<file path="config.mk">
export PLATFORM = sky130hd
export DESIGN_NAME = sfw_writer
export DESIGN_NICKNAME = d
export VERILOG_FILES = /design/src/rtl/sfw_pkg.sv /design/src/rtl/sfw_span_counter.sv /design/src/rtl/sfw_gap_timer.sv /design/src/rtl/sfw_bus_regs.sv /design/src/rtl/sfw_writer.sv
export SDC_FILE = /design/constraint.sdc
export NUM_CORES = 1
export LEC_CHECK = 0
export ABC_AREA = 1
export BUFFER_PORTS_ARGS = -buffer_cell sky130_fd_sc_hd__buf_4
export CAP_MARGIN = 20
export CORE_ASPECT_RATIO = 1.4
export CORE_MARGIN = 3
export CORE_UTILIZATION = 28
export DETAILED_ROUTE_END_ITERATION = 8
export GPL_TIMING_DRIVEN = 0
export PLACE_DENSITY_LB_ADDON = 0.12
export RECOVER_POWER = 100
export SYNTH_ARGS = -nofsm -noshare
export SYNTH_HDL_FRONTEND = slang
export SYNTH_HIERARCHICAL = 1
export SYNTH_SLANG_ARGS = --single-unit
export TNS_END_PERCENT = 50
</file>
<file path="constraint.sdc">
create_clock -name clk -period 3.6 [get_ports clk]
set_input_delay 0.36 -clock clk [delete_from_list [all_inputs] [get_ports clk]]
set_output_delay 0.36 -clock clk [all_outputs]
set_load 0.02 [all_outputs]
</file>
<file path="src/rtl/sfw_pkg.sv">
package sfw_pkg;
  typedef enum logic [1:0] {
    ST_IDLE   = 2'd0,
    ST_WRITE  = 2'd1,
    ST_COMMIT = 2'd2,
    ST_GAP    = 2'd3
  } sfw_state_e;
endpackage

</file>
<file path="src/rtl/sfw_span_counter.sv">
// Counts steps and reports the step that reaches the limit, then wraps.
// A limit of zero disables the wrap report.
module sfw_span_counter #(
  parameter int W = 16
) (
  input  logic         clk,
  input  logic         rst,
  input  logic         step,
  input  logic         clear,
  input  logic [W-1:0] limit,
  output logic         last
);
  logic [W-1:0] cnt;
  logic [W:0]   nxt;

  assign nxt  = {1'b0, cnt} + (W+1)'(1);
  assign last = step && (limit != '0) && (nxt >= {1'b0, limit});

  always_ff @(posedge clk) begin
    if (rst || clear) cnt <= '0;
    else if (step)    cnt <= last ? '0 : nxt[W-1:0];
  end

  // with an unchanged limit the count never reaches it
  assert_count_in_range_R7: assert property (@(posedge clk) disable iff (rst)
    ((limit != '0) && $stable(limit) && ($past(cnt) < limit)) |-> (cnt < limit));
endmodule

</file>
<file path="src/rtl/sfw_gap_timer.sv">
// Counts the cycles spent in the gap state and signals the last one.
module sfw_gap_timer #(
  parameter int GAP = 2
) (
  input  logic clk,
  input  logic rst,
  input  logic run,
  output logic done
);
  localparam int GW = (GAP < 2) ? 1 : $clog2(GAP + 1);
  logic [GW-1:0] cnt;

  assign done = run && (cnt == GW'(GAP - 1));

  always_ff @(posedge clk) begin
    if (rst)               cnt <= '0;
    else if (run && !done) cnt <= cnt + GW'(1);
    else                   cnt <= '0;
  end

  // the gap never lasts longer than GAP cycles
  assert_gap_bound_R7: assert property (@(posedge clk) disable iff (rst)
    cnt < GW'(GAP));
endmodule

</file>
<file path="src/rtl/sfw_bus_regs.sv">
// Output register stage for the FIFO data bus and both strobes.
module sfw_bus_regs #(
  parameter int DW = 8
) (
  input  logic          clk,
  input  logic          rst,
  input  logic          load,
  input  logic [DW-1:0] din,
  input  logic          commit,
  output logic [DW-1:0] dout,
  output logic          wr_n,
  output logic          pktend_n
);
  always_ff @(posedge clk) begin
    if (rst) begin
      dout     <= '0;
      wr_n     <= 1'b1;
      pktend_n <= 1'b1;
    end else begin
      if (load) dout <= din;
      wr_n     <= !load;
      pktend_n <= !commit;
    end
  end

  // the bus holds its value while no write is strobed
  assert_bus_hold_R3: assert property (@(posedge clk) disable iff (rst)
    wr_n |-> $stable(dout));
  // packet-end is a single-cycle pulse
  assert_pktend_single_R4: assert property (@(posedge clk) disable iff (rst)
    !pktend_n |=> pktend_n);
endmodule

</file>
<file path="src/rtl/sfw_writer.sv">
module sfw_writer
  import sfw_pkg::*;
#(
  parameter int DATA_W     = 8,
  parameter int ROW_LEN    = 482,
  parameter int POLL_W     = 16,
  parameter int GAP_CYCLES = 2,
  parameter int SEL_W      = 2,
  parameter logic [SEL_W-1:0] EP_SEL = '0
) (
  input  logic              clk,
  input  logic              rst,
  input  logic [DATA_W-1:0] src_data,
  input  logic              src_valid,
  output logic              src_ready,
  input  logic              ep_full,
  input  logic [POLL_W-1:0] poll_every,
  output logic [DATA_W-1:0] fifo_data,
  output logic              fifo_wr_n,
  output logic              fifo_pktend_n,
  output logic              fifo_rd_n,
  output logic              fifo_oe_n,
  output logic [SEL_W-1:0]  fifo_sel
);
  localparam int ROW_W = $clog2(ROW_LEN + 1);

  sfw_state_e state, state_nxt;
  logic fire, row_last, poll_last, gap_done;

  assign fire      = (state == ST_WRITE) && src_valid;
  assign src_ready = (state == ST_WRITE);

  sfw_span_counter #(.W(ROW_W)) u_row (
    .clk(clk), .rst(rst), .step(fire), .clear(1'b0),
    .limit(ROW_W'(ROW_LEN)), .last(row_last)
  );

  sfw_span_counter #(.W(POLL_W)) u_poll (
    .clk(clk), .rst(rst), .step(fire), .clear(fire && row_last),
    .limit(poll_every), .last(poll_last)
  );

  sfw_gap_timer #(.GAP(GAP_CYCLES)) u_gap (
    .clk(clk), .rst(rst), .run(state == ST_GAP), .done(gap_done)
  );

  sfw_bus_regs #(.DW(DATA_W)) u_bus (
    .clk(clk), .rst(rst), .load(fire), .din(src_data),
    .commit(state == ST_COMMIT), .dout(fifo_data),
    .wr_n(fifo_wr_n), .pktend_n(fifo_pktend_n)
  );

  always_comb begin
    state_nxt = state;
    unique case (state)
      ST_IDLE:   if (!ep_full && src_valid) state_nxt = ST_WRITE;
      ST_WRITE:  if (fire) begin
                   if (row_last)       state_nxt = ST_COMMIT;
                   else if (poll_last) state_nxt = ST_GAP;
                 end
      ST_COMMIT: state_nxt = ST_GAP;
      ST_GAP:    if (gap_done) state_nxt = ST_IDLE;
      default:   state_nxt = ST_IDLE;
    endcase
  end

  always_ff @(posedge clk) begin
    if (rst) begin
      state     <= ST_IDLE;
      fifo_rd_n <= 1'b1;
      fifo_oe_n <= 1'b1;
      fifo_sel  <= EP_SEL;
    end else begin
      state     <= state_nxt;
      fifo_rd_n <= 1'b1;
      fifo_oe_n <= 1'b1;
      fifo_sel  <= EP_SEL;
    end
  end

  // an accepted byte is strobed onto the bus in the next cycle
  assert_accept_strobes_R2: assert property (@(posedge clk) disable iff (rst)
    (src_valid && src_ready) |=> (!fifo_wr_n && fifo_data == $past(src_data)));
  // packet-end follows the row's last strobe and never overlaps a write
  assert_pktend_after_byte_R4: assert property (@(posedge clk) disable iff (rst)
    !fifo_pktend_n |-> (fifo_wr_n && $past(!fifo_wr_n)));
  // a full endpoint keeps the idle state
  assert_idle_respects_full_R5: assert property (@(posedge clk) disable iff (rst)
    (state == ST_IDLE && ep_full) |=> (state == ST_IDLE));
  // no strobe without an accepted byte
  assert_no_empty_strobe_R11: assert property (@(posedge clk) disable iff (rst)
    (!src_valid || !src_ready) |=> fifo_wr_n);
endmodule

</file>
# Word-level counts from Yosys, hierarchy flattened
# Index checks and enable logic that the tools add are counted.
[classes]
mux = 8
addsub = 3
reduce_logical = 17
n_eq_ne = 8
bitwise = 1
n_lt_le_gt_ge = 2
[ops]
columns = ["operator", "n"]
rows = [
  ["$add A16 B1 Y17 const B", 1],
  ["$ge A17 B16 Y1", 1],
  ["$mux W16", 1],
  ["$reduce_bool A16 Y1", 1],
  ["$add A9 B1 Y10 const B", 1],
  ["$ge A10 B9 Y1 const B", 1],
  ["$mux W2", 5],
  ["$mux W9", 1],
  ["$logic_and A1 B1 Y1", 8],
  ["$pmux W2 S4", 1],
  ["$eq A2 B1 Y1 const B", 2],
  ["$eq A2 B2 Y1 const B", 2],
  ["$logic_not A1 Y1", 4],
  ["$ne A2 B2 Y1 const B", 2],
  ["$reduce_and A4 Y1", 1],
  ["$ne A3 B1 Y1 const B", 1],
  ["$add A2 B1 Y2 const B", 1],
  ["$logic_not A2 Y1", 1],
  ["$ne A2 B1 Y1 const B", 1],
  ["$reduce_or A2 Y1", 1],
  ["$logic_or A1 B1 Y1", 1],
  ["$not A1 Y1", 1],
]
[word_totals]
word_cells = 46
register_bits = 39

# Logic depth before layout (Yosys ltp)
# Gate-level depths: netlist of the first run.
[logic_depth]
ltp_word = 8
depth_mapped = 24
mapped_depth_nobuf = 23

# Cells and area by module
# Netlist of the first run, hierarchy kept.
[modules_own_cells]
columns = ["module", "seq_area_each_um2", "n_inst", "area_each_um2", "cells_per_inst"]
rows = [
  ["sfw_span_counter at u_poll", 320.3, 1, 1591.5, 253],
  ["sfw_span_counter at u_row", 180.2, 1, 849.6, 137],
  ["sfw_bus_regs", 200.2, 1, 390.4, 55],
  ["sfw_writer", 40.0, 1, 261.5, 45],
  ["sfw_gap_timer", 40.0, 1, 88.8, 11],
]

# Worst setup path before layout of the first run
# No wires, ideal clock.
[synth_path]
kind = "flip-flop to flip-flop"
start = "register u_poll.cnt[0]"
end = "register state[0]"
t_required_ps = 3536
setup_time_ps = 64
arrival_ps = 2730
synth_period_minus_slack_ps = 2794
path_stages_with_launch = 25
slack_ps = 806
cell_sequence = "dfxtp_1 -> ha_1 -> nand2_2 -> nor2_4 -> nand2_2 -> nor2_1 -> nand2_1 -> xor2_1 -> inv_1 -> ha_1 -> nand2_1 -> nor2_1 -> nand4_1 -> nor2_1 -> nand2_2 -> nand3_2 -> nand2_4 -> buf_12 -> inv_1 -> inv_1 -> nand3_1 -> nand2_1 -> nor2_2 -> nor2_1 -> nor2_1"
[synth_between]
elab_chain_cells = 5
[synth_lines]
columns = ["element", "line_no", "rtl"]
rows = [
  ["start: declaration", "sfw_span_counter.sv:13", "logic [W-1:0] cnt;"],
  ["start signal: assignment", "sfw_span_counter.sv:21", "else if (step) cnt <= last ? '0 : nxt[W-1:0];"],
  ["$add A16 B1 Y17", "sfw_span_counter.sv:16", "assign nxt = {1'b0, cnt} + (W+1)'(1);"],
  ["$ge A17 B16 Y1", "sfw_span_counter.sv:17", "assign last = step && (limit != '0) && (nxt >= {1'b0, limit});"],
  ["$logic_and A1 B1 Y1", "sfw_span_counter.sv:17", ""],
  ["via poll_last", "sfw_writer.sv:28", "logic fire, row_last, poll_last, gap_done;"],
  ["$ne A3 B1 Y1 (no source line)", "n/a", ""],
  ["$reduce_and A4 Y1 (no source line)", "n/a", ""],
  ["end signal: assignment", "sfw_writer.sv:74", "state <= state_nxt;"],
  ["end: declaration", "sfw_writer.sv:27", "sfw_state_e state, state_nxt;"],
]
# The timed path passes the listed nets, and every way through them passes these cells.
# A chain may end at the register's enable or synchronous reset.

# Final worst setup path of the first run
[layout_path]
start = "register u_row.cnt[0]"
end = "register u_poll.cnt[2]"
[layout_between]
elab_chain_cells = 5
[layout_lines]
columns = ["element", "line_no", "rtl"]
rows = [
  ["start: declaration", "sfw_span_counter.sv:13", ""],
  ["start signal: assignment", "sfw_span_counter.sv:21", ""],
  ["$add A9 B1 Y10", "sfw_span_counter.sv:16", ""],
  ["$ge A10 B9 Y1", "sfw_span_counter.sv:17", ""],
  ["$logic_and A1 B1 Y1", "sfw_span_counter.sv:17", ""],
  ["via row_last", "sfw_writer.sv:28", ""],
  ["$logic_and A1 B1 Y1", "sfw_writer.sv:39", ".clk(clk), .rst(rst), .step(fire), .clear(fire && row_last),"],
  ["$logic_or A1 B1 Y1", "sfw_span_counter.sv:20", "if (rst || clear) cnt <= '0;"],
]
# The timed path passes the listed nets, and every way through them passes these cells.

==> results of run 1 <==
[critical path, stage by stage (launching register included)]
cell and delay, ns:
sky130_fd_sc_hd__dfxtp_1 0.43, sky130_fd_sc_hd__ha_1 0.22, sky130_fd_sc_hd__nand2_2 0.09, sky130_fd_sc_hd__nor2_4 0.16, sky130_fd_sc_hd__inv_1 0.05, sky130_fd_sc_hd__nand2_1 0.08, sky130_fd_sc_hd__inv_1 0.05, sky130_fd_sc_hd__ha_1 0.26
sky130_fd_sc_hd__nand2_1 0.06, sky130_fd_sc_hd__nor2_1 0.10, sky130_fd_sc_hd__nand2_1 0.06, sky130_fd_sc_hd__nand2_1 0.05, sky130_fd_sc_hd__nand2_1 0.04, sky130_fd_sc_hd__nand2_1 0.09, sky130_fd_sc_hd__nand2_4 0.11, sky130_fd_sc_hd__inv_1 0.07
sky130_fd_sc_hd__inv_1 0.05, sky130_fd_sc_hd__nor2_1 0.08, sky130_fd_sc_hd__or2_1 0.09, sky130_fd_sc_hd__buf_1 0.24, sky130_fd_sc_hd__clkbuf_1 0.62, sky130_fd_sc_hd__a21oi_1 0.09
[cells in the mapped netlist (3+ instances only)]
cell type / instances
sky130_fd_sc_hd__buf_4: 4
sky130_fd_sc_hd__nand3_1: 15
sky130_fd_sc_hd__ha_1: 32
sky130_fd_sc_hd__nand2_2: 18
sky130_fd_sc_hd__nor2_2: 3
sky130_fd_sc_hd__xnor2_1: 3
sky130_fd_sc_hd__a21oi_2: 13
sky130_fd_sc_hd__nand4_1: 6
sky130_fd_sc_hd__inv_1: 94
sky130_fd_sc_hd__nand2_1: 127
sky130_fd_sc_hd__clkbuf_1: 5
sky130_fd_sc_hd__a21oi_1: 20
sky130_fd_sc_hd__xor2_1: 12
sky130_fd_sc_hd__nor2_4: 3
sky130_fd_sc_hd__dfxtp_1: 39
sky130_fd_sc_hd__nor3_1: 6
sky130_fd_sc_hd__o21ai_0: 3
sky130_fd_sc_hd__nor2_1: 75
[cell families (layout without fill, tap and decap cells)]
| group | Yosys count | after routing | synth area share [%] |
|---|---|---|---|
| buf+inv | 112 | 158 | 14.8 |
| xor+xnor | 15 | 15 | 4.13 |
| compound gates | 40 | 40 | 8.06 |
| other cells | 2 | 17 | 0.236 |
| simple gates | 261 | 261 | 35.7 |
| flops | 39 | 39 | 24.5 |
| fa+ha+maj | 32 | 32 | 12.6 |
[metrics by stage]
step	worst slack [ns]	hold WS, ns	total power, W	utilization (%)
2_1_floorplan	0.806	0.396	0.000782	-
3_3_place_gp	0.299	0.403	0.000912	33.7
3_5_place_dp	0.284	0.407	0.000916	33.7
4_1_cts	0.278	0.363	0.00144	35.3
5_1_grt	0.0470	0.388	0.00149	34.5
6_report	0.345	0.366	0.00138	34.5
[state kept, by name, summed over array words and instances (netlist names)]
name            cells
u_gap/cnt           2
u_bus/dout          8
u_row/cnt           9
u_poll/cnt         16
u_bus/wr_n          1
state               2
u_bus/pktend_n      1
[report_power, final]
part / internal, W / switching, W
Clock: 0.000345 / 0.000173
Sequential: 0.000467 / 0.0000245
Combinational: 0.000130 / 0.000245
[layer usage]
layer	vias up	global-route usage, %
met2	46	21.4
met3	9	1.71
met4	0	3.80
met1	1289	14.0
met5	-	0
li1	1609	-
[area by class of cell]
cell class                 instances  area (um2)
fill                            1278        7190
timing repair buffer              38         244
clock inverter                     2        35.0
inverter                          98         368
clock buffer                       6         139
sequential                        39         782
multi-input combinational        365        1960
tap                              141         176
buffer                            14        83.8
[cells in the final DEF (no fill, tap or decap), types with 2 or more instances in the layout]
master / instances
sky130_fd_sc_hd__a21o_1: 2
sky130_fd_sc_hd__a21oi_1: 24
sky130_fd_sc_hd__a21oi_2: 9
sky130_fd_sc_hd__buf_1: 2
sky130_fd_sc_hd__buf_4: 31
sky130_fd_sc_hd__clkbuf_1: 18
sky130_fd_sc_hd__clkbuf_16: 5
sky130_fd_sc_hd__clkinv_1: 2
sky130_fd_sc_hd__conb_1: 17
sky130_fd_sc_hd__dfxtp_1: 38
sky130_fd_sc_hd__ha_1: 32
sky130_fd_sc_hd__inv_1: 94
sky130_fd_sc_hd__inv_2: 2
sky130_fd_sc_hd__nand2_1: 128
sky130_fd_sc_hd__nand2_2: 17
sky130_fd_sc_hd__nand2_4: 2
sky130_fd_sc_hd__nand3_1: 16
sky130_fd_sc_hd__nand4_1: 6
sky130_fd_sc_hd__nor2_1: 75
sky130_fd_sc_hd__nor2_2: 3
sky130_fd_sc_hd__nor2_4: 3
sky130_fd_sc_hd__nor3_1: 6
sky130_fd_sc_hd__o21ai_0: 3
sky130_fd_sc_hd__xnor2_1: 3
sky130_fd_sc_hd__xor2_1: 12
[final timing paths]
| path | start | end | slack, ns |
|---|---|---|---|
| setup reg to reg | u_row/cnt[0]$_SDFFE_PP0P_ | u_poll/cnt[2]$_SDFFE_PP0P_ | 0.35 |
| setup / recovery | u_row/cnt[0]$_SDFFE_PP0P_ | u_poll/cnt[2]$_SDFFE_PP0P_ | 0.35 |
| hold reg to reg | u_gap/cnt[0]$_SDFF_PP0_ | u_gap/cnt[0]$_SDFF_PP0_ | 0.43 |
| hold / removal | src_data[6] | u_bus/dout[6]$_SDFFE_PP0P_ | 0.37 |
[timing repair]
action,in CTS,in global routing
endpoints found under the setup margin,0,2
hold buffers,0,0
resized for setup,0,2
==> results.md, run 1 <==
| Quantity | Reported | Unit |
|:---|:---|:---|
| Average vias per placed instance | 4.20 | - |
| Core footprint | 11000 | um2 |
| Die extent in y | 132 | um |
| Register bit total from synthesis | 39 | - |
| Leak | 1.98 | nW |
| Port bufs | 38 | - |
| Share of Yosys cell area claimed by the top area cell type | 24.5 | % |
| Synthesized netlist cell count | 501 | - |
| Clock buffer depth | 2 | - |
| GRT Total Usage | 11.9 | % |
| Source-to-sink clock delay at the later pin of the worst-skew pair | 0.28 | ns |
| Post-route non-filler standard cell count | 703 | - |
| Standard-cell rows | 45 | - |
| Relative slew margins | 49.6 | % |
| Wire length of the first global-routing pass | 12.2 | mm |
| Path category of the worst min-delay check | input port to flip-flop | - |
| Antenna Nets Post-Route | 0 | - |
| Uppermost metal layer occupied by signal nets | met4 | - |
| Layout overhead on the synthesized area | 19.2 | % |
| GPL Wtd Cong | 0.773 | - |
| Pin count of the biggest net entering global routing | 13 | - |
| Number of sinks on the clock net | 39 | - |
| Number of cells traversed by the worst hold path | 5 | - |
| Final setup TNS | 0 | ns |
| Final period util | 90.4 | % |
| DIE WIDTH | 96.1 | um |
| Area after detailed placement | 3700 | um2 |
| Cell area after synthesis | 3180 | um2 |
| Count of warnings emitted by yosys | 6 | - |
| Share of the yosys chip area belonging to registers | 24.5 | % |
| Worst IR drop on VDD | 209 | uV |
| Worst EP required | 3.73 | ns |
| Final net count | 621 | - |
| Via count | 2953 | - |
| Die ar. | 12700 | um2 |
| Kind of start point of the critical path | flip-flop | - |
| Placed cell count | 695 | - |
| Iteration count of the initial detailed-routing pass | 4 | - |
| Setup violators final | 0 | - |
| Effective utilization at floorplan | 29.0 | % |
| Via count of the first global-routing pass | 2808 | - |
| Shortest clock period the worst path allows after layout | 3.25 | ns |
| Total number of H-tree levels | 2 | - |
| Met2 wire length | 3.72 | mm |
| Clock root cell | sky130_fd_sc_hd__clkbuf_16 | - |
| Worst-case clock skew | 0.00712 | ns |
| IO Count | 43 | - |
| Kind of end point of the critical path | flip-flop | - |
| Total wirelength of the detailed-routed design | 7.16 | mm |
| Clock tree from TritonCTS | done | - |
| Arrival time worst endpoint | 3.38 | ns |
| Leading post-synthesis cells by cell area | sky130_fd_sc_hd__dfxtp_1 25%, sky130_fd_sc_hd__nand2_1 15%, sky130_fd_sc_hd__ha_1 13%, sky130_fd_sc_hd__inv_1 11%, sky130_fd_sc_hd__nor2_1 8.8% | - |
| Detail-routed net length per standard cell | 10.2 | um |
| Antenna diodes | 0 | - |
| Routed met1 length | 3.07 | mm |
| Violation count after the first detailed-routing iteration | 78 | - |
| Total CTS buffers | 5 | - |
| Met3 routed wirelength | 258 | um |
| R2R cell count | 21 | - |
| Number of synthesized flops with an enable pin | 0 | - |
| Maximum fanout encountered on the critical timing path | 10 | - |
| Layout cells sized above 1 | 14.1 | % |
| RSZ-0062 raised after global routing | false | - |
| Async set-reset flop share out of synthesis | 0 | % |
| Initial antenna violation count | 0 | - |
| Global-route congestion overflow total | 0 | - |
| Tightest Pin Transition | 0.755 | ns |
| Synth area leader | sky130_fd_sc_hd__dfxtp_1 | - |
| FMAX | 0.307 | GHz |
| Primary FF master, synth | sky130_fd_sc_hd__dfxtp_1 | - |
| Mapped Avg Cell Area | 6.35 | um2 |
| Worst Setup Path Type | flip-flop to flip-flop | - |
| Hold Vio Cnt, Final | 0 | - |
| Clk pin slew, worst setup/hold paths | 0.06 | ns |
| Dpl hpwl | 5.85 | mm |
| Area of all placed cells without fillers | 3790 | um2 |
| Max-slew violation total from the final report | 0 | - |
| Library cells used by synthesis | 34 | - |
| Number of remaining DRC errors | 0 | - |
| Post-CTS Setup Bufs | 0 | - |
| Run status | complete, no violations | - |
| Pwr per Cell Area | 365 | nW/um2 |
| MaxCap Viol Count | 0 | - |
Power figures use the tool's default switching activity.
==> run 2: changes to the inputs <==
- RECOVER_POWER: 100 -> 50
- SKIP_CTS_REPAIR_TIMING: default -> 1
==> results.md, run 2 (synthesis gave the netlist of run 1 again) <==
| Quantity | Reported | Unit | Delta |
|:---|:---|:---|:---|
| Kind of start point of the critical path | flip-flop | - |  |
| Cell type with the highest occurrence count on the critical path | sky130_fd_sc_hd__nand2_1 | - |  |
| Register with the most flip-flops | u_poll/cnt | - |  |
| Placement-stage worst setup slack | 0.284 | ns | unchanged |
| Effective utilization at floorplan | 29.0 | % | unchanged |
| Initial antenna violation count | 0 | - | unchanged |
| Number of remaining DRC errors | 0 | - | unchanged |
| Pwr per Cell Area | 364 | nW/um2 | -0.35% |
| Standard-cell rows | 45 | - | unchanged |
| Arrival time worst endpoint | 3.39 | ns | about the same |
| Flip-flop count of the largest register after layout | 16 | - | unchanged |
| Registers with the most flip-flops | u_poll/cnt (16), u_row/cnt (9), u_bus/dout (8) | - |  |
| Pin count of the biggest net entering global routing | 13 | - | unchanged |
| Max-slew violation total from the final report | 0 | - | unchanged |
| Core footprint | 11000 | um2 | unchanged |
| Overall power consumption | 0.00139 | W | +0.11% |
| Dpl hpwl | 5.85 | mm | unchanged |
| MaxCap Viol Count | 0 | - | unchanged |
| RSZ-0062 raised after global routing | false | - |  |
| Detail-routed net length per standard cell | 10.2 | um | about the same |
| Met3 routed wirelength | 230 | um | -11% |
| Layout overhead on the synthesized area | 19.7 | % |  |
| Clock tree from TritonCTS | done | - |  |
| Fillers | 1269 | - | -0.70% |
| GPL Wtd Cong | 0.773 | - | unchanged |
| Total CTS buffers | 5 | - | unchanged |
| Worst EP required | 3.73 | ns | about the same |
| Shortest clock period the worst path allows after layout | 3.26 | ns | +0.00110 ns |
| Clock buffer depth | 2 | - | unchanged |
| Die ar. | 12700 | um2 | unchanged |
| Layout cells sized above 1 | 14.9 | % | +0.89 points |
| Violation count after the first detailed-routing iteration | 75 | - | -3.8% |
| Kind of end point of the critical path | flip-flop | - |  |
| Via count of the first global-routing pass | 2808 | - | unchanged |
| IO Count | 43 | - | unchanged |
| Final net count | 621 | - | unchanged |
| Average vias per placed instance | 4.20 | - | about the same |
| Total number of H-tree levels | 2 | - | unchanged |
| Clock root cell | sky130_fd_sc_hd__clkbuf_16 | - |  |
| Antenna Nets Post-Route | 0 | - | unchanged |
| Maximum fanout encountered on the critical timing path | 10 | - | unchanged |
| DIE WIDTH | 96.1 | um | unchanged |
| Total wirelength of the detailed-routed design | 7.16 | mm | about the same |
| Number of sinks on the clock net | 39 | - | unchanged |
| Setup violators final | 0 | - | unchanged |
| Met2 wire length | 3.73 | mm | +0.11% |
| Maximum single-stage delay on the critical path | 0.65 | ns | +0.03 ns |
| Cells along the critical path | ha_1 -> nand2_2 -> nor2_4 -> inv_1 -> nand2_1 -> inv_1 -> ha_1 -> nand2_1 -> nor2_1 -> nand2_1 -> nand2_1 -> nand2_1 -> nand2_2 -> nand2_4 -> inv_1 -> inv_1 -> nor2_1 -> or2_1 -> buf_1 -> clkbuf_1 -> a21oi_1 | - |  |
| Worst-path cell with the longest stage delay | sky130_fd_sc_hd__clkbuf_1 | - |  |
| Cell class contributing the biggest share of worst-path delay | buffers and inverters | - |  |
| Worst IR drop on VDD | 209 | uV | about the same |
| Final period util | 90.4 | % | about the same |
| FMAX | 0.307 | GHz | about the same |
| GRT Total Usage | 11.9 | % | unchanged |
| Leak | 1.98 | nW | about the same |
| Routed met1 length | 3.09 | mm | +0.72% |
| Clk pin slew, worst setup/hold paths | 0.06 | ns | about the same |
| Hold Vio Cnt, Final | 0 | - | unchanged |
| Worst-case clock skew | 0.00684 | ns | -0.000276 ns |
| Iteration count of the initial detailed-routing pass | 4 | - | unchanged |
| Worst Setup Path Type | flip-flop to flip-flop | - |  |
| Buffer and inverter count on the worst path | 6 | - | unchanged |
| Die extent in y | 132 | um | unchanged |
| Tightest Pin Transition | 0.807 | ns | +0.0520 ns |
| Final setup TNS | 0 | ns | unchanged |
| Most common library cell in the layout ignoring fill and taps | sky130_fd_sc_hd__nand2_1 | - |  |
| Global-route congestion overflow total | 0 | - | unchanged |
| Port bufs | 38 | - | unchanged |
| Via count | 2951 | - | -0.068% |
| Highest-count cells in the layout ignoring fill and taps | 127 x sky130_fd_sc_hd__nand2_1, 94 x sky130_fd_sc_hd__inv_1, 75 x sky130_fd_sc_hd__nor2_1 | - |  |
| Source-to-sink clock delay at the later pin of the worst-skew pair | 0.28 | ns | about the same |
| Wire length of the first global-routing pass | 12.2 | mm | unchanged |
| Crit path setup slack, layout | 0.344 | ns | -0.00110 ns |
| Uppermost metal layer occupied by signal nets | met4 | - |  |
| Path category of the worst min-delay check | input port to flip-flop | - |  |
| Run status | complete, no violations | - |  |
| Relative slew margins | 46.2 | % | -3.5 points |
| Antenna diodes | 0 | - | unchanged |
-- run 2: cell counts in the layout (fill, tap and decap cells not counted) --
Identical to the previous run, type by type.
-- run 2: per-layer routing --
layer  vias to the layer above  GRT usage [%]
met4                         0           3.80
met2                        40           21.4
met3                         9           1.71
met1                      1294           14.0
li1                       1608              -
met5                         -              0
-- run 2: worst register-to-register path: cells and delay by family (launching register included) --
family | cells | cell delay [ns]
AOI/OAI and AO/OA | 1 | 0.07
adders and majority gates | 2 | 0.48
buffers and inverters | 6 | 1.13
DFF | 1 | 0.43
and+or+nand+nor | 12 | 0.99
-- run 2: where the power goes --
group          switching, W  internal [W]
registers         0.0000247      0.000467
logic              0.000245      0.000130
clock network      0.000174      0.000345
total              0.000444      0.000942
-- run 2: metrics by stage --
stage	instance area, um2	hold WS [ns]	util (%)	std cells
floorplan	3240	0.396	-	516
global placement	3700	0.403	33.7	695
detailed placement	3700	0.407	33.7	695
CTS	3870	0.363	35.3	703
global route	3810	0.388	34.7	703
finish	3810	0.365	34.7	703
-- run 2: worst paths after layout --
kind / start / end / slack, ns / cells past startpoint
min: src_data[6] / u_bus/dout[6]$_SDFFE_PP0P_ / 0.37 / 5
min reg2reg: u_gap/cnt[0]$_SDFF_PP0_ / u_gap/cnt[0]$_SDFF_PP0_ / 0.43 / 1
max reg2reg: u_row/cnt[0]$_SDFFE_PP0P_ / u_poll/cnt[11]$_SDFFE_PP0P_ / 0.34 / 21
max: u_row/cnt[0]$_SDFFE_PP0P_ / u_poll/cnt[11]$_SDFFE_PP0P_ / 0.34 / 21
-- run 2: final cells by class --
type / count / area [um2] / area share, %
Timing Repair Buffer: 38 / 244 / 6.40
Sequential cell: 39 / 782 / 20.5
Clock buffer: 6 / 139 / 3.65
Buffer: 14 / 83.8 / 2.20
Multi-Input combinational cell: 365 / 1980 / 52.0
Inverter: 98 / 368 / 9.66
Clock inverter: 2 / 35.0 / 0.920
Tap cell: 141 / 176 / 4.63
==> run 3: changes to the inputs <==
- CAP_MARGIN: 20 -> default
- REMOVE_ABC_BUFFERS: default -> 1
==> results.md, run 3 (synthesis gave the netlist of run 1 again) <==
| Quantity | Reported | Unit | Delta |
|:---|:---|:---|:---|
| Max-slew violation total from the final report | 0 | - | unchanged |
| Leak | 1.94 | nW | -1.8% |
| Wire length of the first global-routing pass | 11.5 | mm | -6.4% |
| Core footprint | 11000 | um2 | unchanged |
| Antenna diodes | 0 | - | unchanged |
| Kind of start point of the critical path | flip-flop | - |  |
| Worst-case clock skew | 0.00352 | ns | -0.00332 ns |
| Layout cells sized above 1 | 14.8 | % | -0.17 points |
| Register area | 781 | um2 | -0.16% |
| Maximum fanout encountered on the critical timing path | 32 | - | +22 |
| Via count of the first global-routing pass | 2605 | - | -7.2% |
| Fillers | 1232 | - | -2.9% |
| Arrival time worst endpoint | 3.53 | ns | +0.14 ns |
| Setup violators final | 0 | - | unchanged |
| Final period util | 91.9 | % | +1.5 points |
| Path category of the worst min-delay check | input port to flip-flop | - |  |
| IO Count | 43 | - | unchanged |
| Tightest Pin Transition | 0.946 | ns | +0.139 ns |
| FMAX | 0.302 | GHz | -1.6% |
| GRT Total Usage | 11.2 | % | -0.67 points |
| Via count | 2875 | - | -2.6% |
| Register with the most flip-flops | u_poll/cnt | - |  |
| Total CTS buffers | 5 | - | unchanged |
| Most common library cell in the layout ignoring fill and taps | sky130_fd_sc_hd__nand2_1 | - |  |
| Port bufs | 38 | - | unchanged |
| Cells along the critical path | inv_1 -> ha_1 -> nand2_1 -> inv_1 -> inv_1 -> a21oi_1 -> nand2_4 -> inv_1 -> inv_1 -> nand3_1 -> nand2_1 -> nor2_2 -> nor2_1 -> nor2_1 | - |  |
| Clk pin slew, worst setup/hold paths | 0.06 | ns | about the same |
| Run status | complete, no violations | - |  |
| Die extent in y | 132 | um | unchanged |
| GPL Wtd Cong | 0.772 | - | -0.12% |
| Source-to-sink clock delay at the later pin of the worst-skew pair | 0.28 | ns | about the same |
| Shortest clock period the worst path allows after layout | 3.31 | ns | +0.0531 ns |
| Maximum single-stage delay on the critical path | 0.66 | ns | about the same |
| RSZ-0062 raised after global routing | true | - |  |
| Pwr per Cell Area | 366 | nW/um2 | +0.75% |
| Hold Vio Cnt, Final | 0 | - | unchanged |
| Worst EP required | 3.82 | ns | +0.09 ns |
| Placement-stage worst setup slack | -0.0479 | ns | -0.331 ns |
| Standard-cell rows | 45 | - | unchanged |
| Iteration count of the initial detailed-routing pass | 4 | - | unchanged |
| Number of sinks on the clock net | 39 | - | unchanged |
| Clock buffer depth | 2 | - | unchanged |
| Relative slew margins | 36.9 | % | -9.3 points |
| Highest-count cells in the layout ignoring fill and taps | 127 x sky130_fd_sc_hd__nand2_1, 94 x sky130_fd_sc_hd__inv_1, 75 x sky130_fd_sc_hd__nor2_1 | - |  |
| Violation count after the first detailed-routing iteration | 60 | - | -20% |
| Clock root cell | sky130_fd_sc_hd__clkbuf_16 | - |  |
| Average vias per placed instance | 4.17 | - | -0.60% |
| Multi-input combinational cell area | 1980 | um2 | unchanged |
| Antenna Nets Post-Route | 0 | - | unchanged |
| Finished Core Util | 34.0 | % | -0.71 points |
| Initial antenna violation count | 0 | - | unchanged |
| Clock tree from TritonCTS | done | - |  |
| Worst IR drop on VDD | 242 | uV | +16% |
| Crit path setup slack, layout | 0.291 | ns | -0.0531 ns |
| Cell class contributing the biggest share of worst-path delay | buffers and inverters | - |  |
| Effective utilization at floorplan | 29.0 | % | unchanged |
| Global-route congestion overflow total | 0 | - | unchanged |
| Layout overhead on the synthesized area | 17.3 | % |  |
| Registers with the most flip-flops | u_poll/cnt (16), u_row/cnt (9), u_bus/dout (8) | - |  |
| Pin count of the biggest net entering global routing | 33 | - | +20 |
| Worst-path cell with the longest stage delay | sky130_fd_sc_hd__inv_1 | - |  |
| Flip-flop count of the largest register after layout | 16 | - | unchanged |
| DIE WIDTH | 96.1 | um | unchanged |
| Final net count | 607 | - | -2.3% |
| Die ar. | 12700 | um2 | unchanged |
| Dpl hpwl | 5.29 | mm | -9.6% |
| Number of remaining DRC errors | 0 | - | unchanged |
| Kind of end point of the critical path | flip-flop | - |  |
| Cell type with the highest occurrence count on the critical path | sky130_fd_sc_hd__inv_1 | - |  |
| Total wirelength of the detailed-routed design | 6.75 | mm | -5.8% |
| Total number of H-tree levels | 2 | - | unchanged |
| Detail-routed net length per standard cell | 9.79 | um | -3.9% |
| Worst Setup Path Type | flip-flop to flip-flop | - |  |
| Buffer and inverter count on the worst path | 5 | - | -1 |
| MaxCap Viol Count | 0 | - | unchanged |
==> run 3: cell types whose count changed in the layout (fill, tap and decap cells not counted), sizes merged <==
cell      delta
buf          -6
clkbuf       -8
clkinv       -1
clkinvlp     +1
==> run 3: layout make-up <==
cell class	instances	share of cell area (%)
flip-flops and latches	39	20.9
well taps	141	4.73
clock buffers	6	3.72
multi-input cells	365	53.1
clock inverters	2	0.939
repair buffers	38	6.64
inverters	98	9.96
==> run 3: metal layers <==
| metal | track usage, % | routed length (um) | vias up |
|---|---|---|---|
| met1 | 13.1 | 3020 | 1240 |
| met3 | 2.00 | 250 | 7 |
| met4 | 4.03 | 106 | 0 |
| li1 | - | - | 1586 |
| met5 | 0 | 0 | - |
| met2 | 19.8 | 3370 | 42 |
==> run 3: path summary, 6_finish.rpt <==
| check | from | endpoint | slack [ns] | cells after the start |
|---|---|---|---|---|
| worst min-delay path | src_data[6] | u_bus/dout[6]$_SDFFE_PP0P_ | 0.36 | 5 |
| worst max register to register | state[1]$_SDFFE_PP0P_ | state[1]$_SDFFE_PP0P_ | 0.29 | 14 |
| worst max-delay path | state[1]$_SDFFE_PP0P_ | state[1]$_SDFFE_PP0P_ | 0.29 | 14 |
| worst min register to register | u_gap/cnt[0]$_SDFF_PP0_ | u_gap/cnt[0]$_SDFF_PP0_ | 0.42 | 1 |
==> run 3: through the flow <==
step	hold WS [ns]	cell area [um2]	power (W)	setup TNS [ns]	instances
2_1_floorplan	0.396	3140	0.000758	0	502
3_3_place_gp	0.403	3600	0.000877	-0.000180	681
3_5_place_dp	0.409	3600	0.000883	-0.281	681
4_1_cts	0.358	3770	0.00141	-0.504	689
5_1_grt	0.373	3730	0.00147	-0.225	689
6_report	0.361	3730	0.00137	0	689
==> run 3: worst register-to-register path, stage by stage (launching register included) <==
cell                      delay, ns
sky130_fd_sc_hd__dfxtp_1       0.34
sky130_fd_sc_hd__inv_1         0.08
sky130_fd_sc_hd__ha_1          0.24
sky130_fd_sc_hd__nand2_1       0.10
sky130_fd_sc_hd__inv_1         0.56
sky130_fd_sc_hd__inv_1         0.66
sky130_fd_sc_hd__a21oi_1       0.42
sky130_fd_sc_hd__nand2_4       0.23
sky130_fd_sc_hd__inv_1         0.11
sky130_fd_sc_hd__inv_1         0.04
sky130_fd_sc_hd__nand3_1       0.11
sky130_fd_sc_hd__nand2_1       0.08
sky130_fd_sc_hd__nor2_2        0.13
sky130_fd_sc_hd__nor2_1        0.05
sky130_fd_sc_hd__nor2_1        0.10
==> run 3: power breakdown <==
group | switching [W] | leakage [nW] | total [W] | internal (W)
Combinational | 0.000234 | 1.54 | 0.000359 | 0.000125
Clock | 0.000173 | 0.0868 | 0.000517 | 0.000344
Sequential | 0.0000244 | 0.316 | 0.000491 | 0.000467
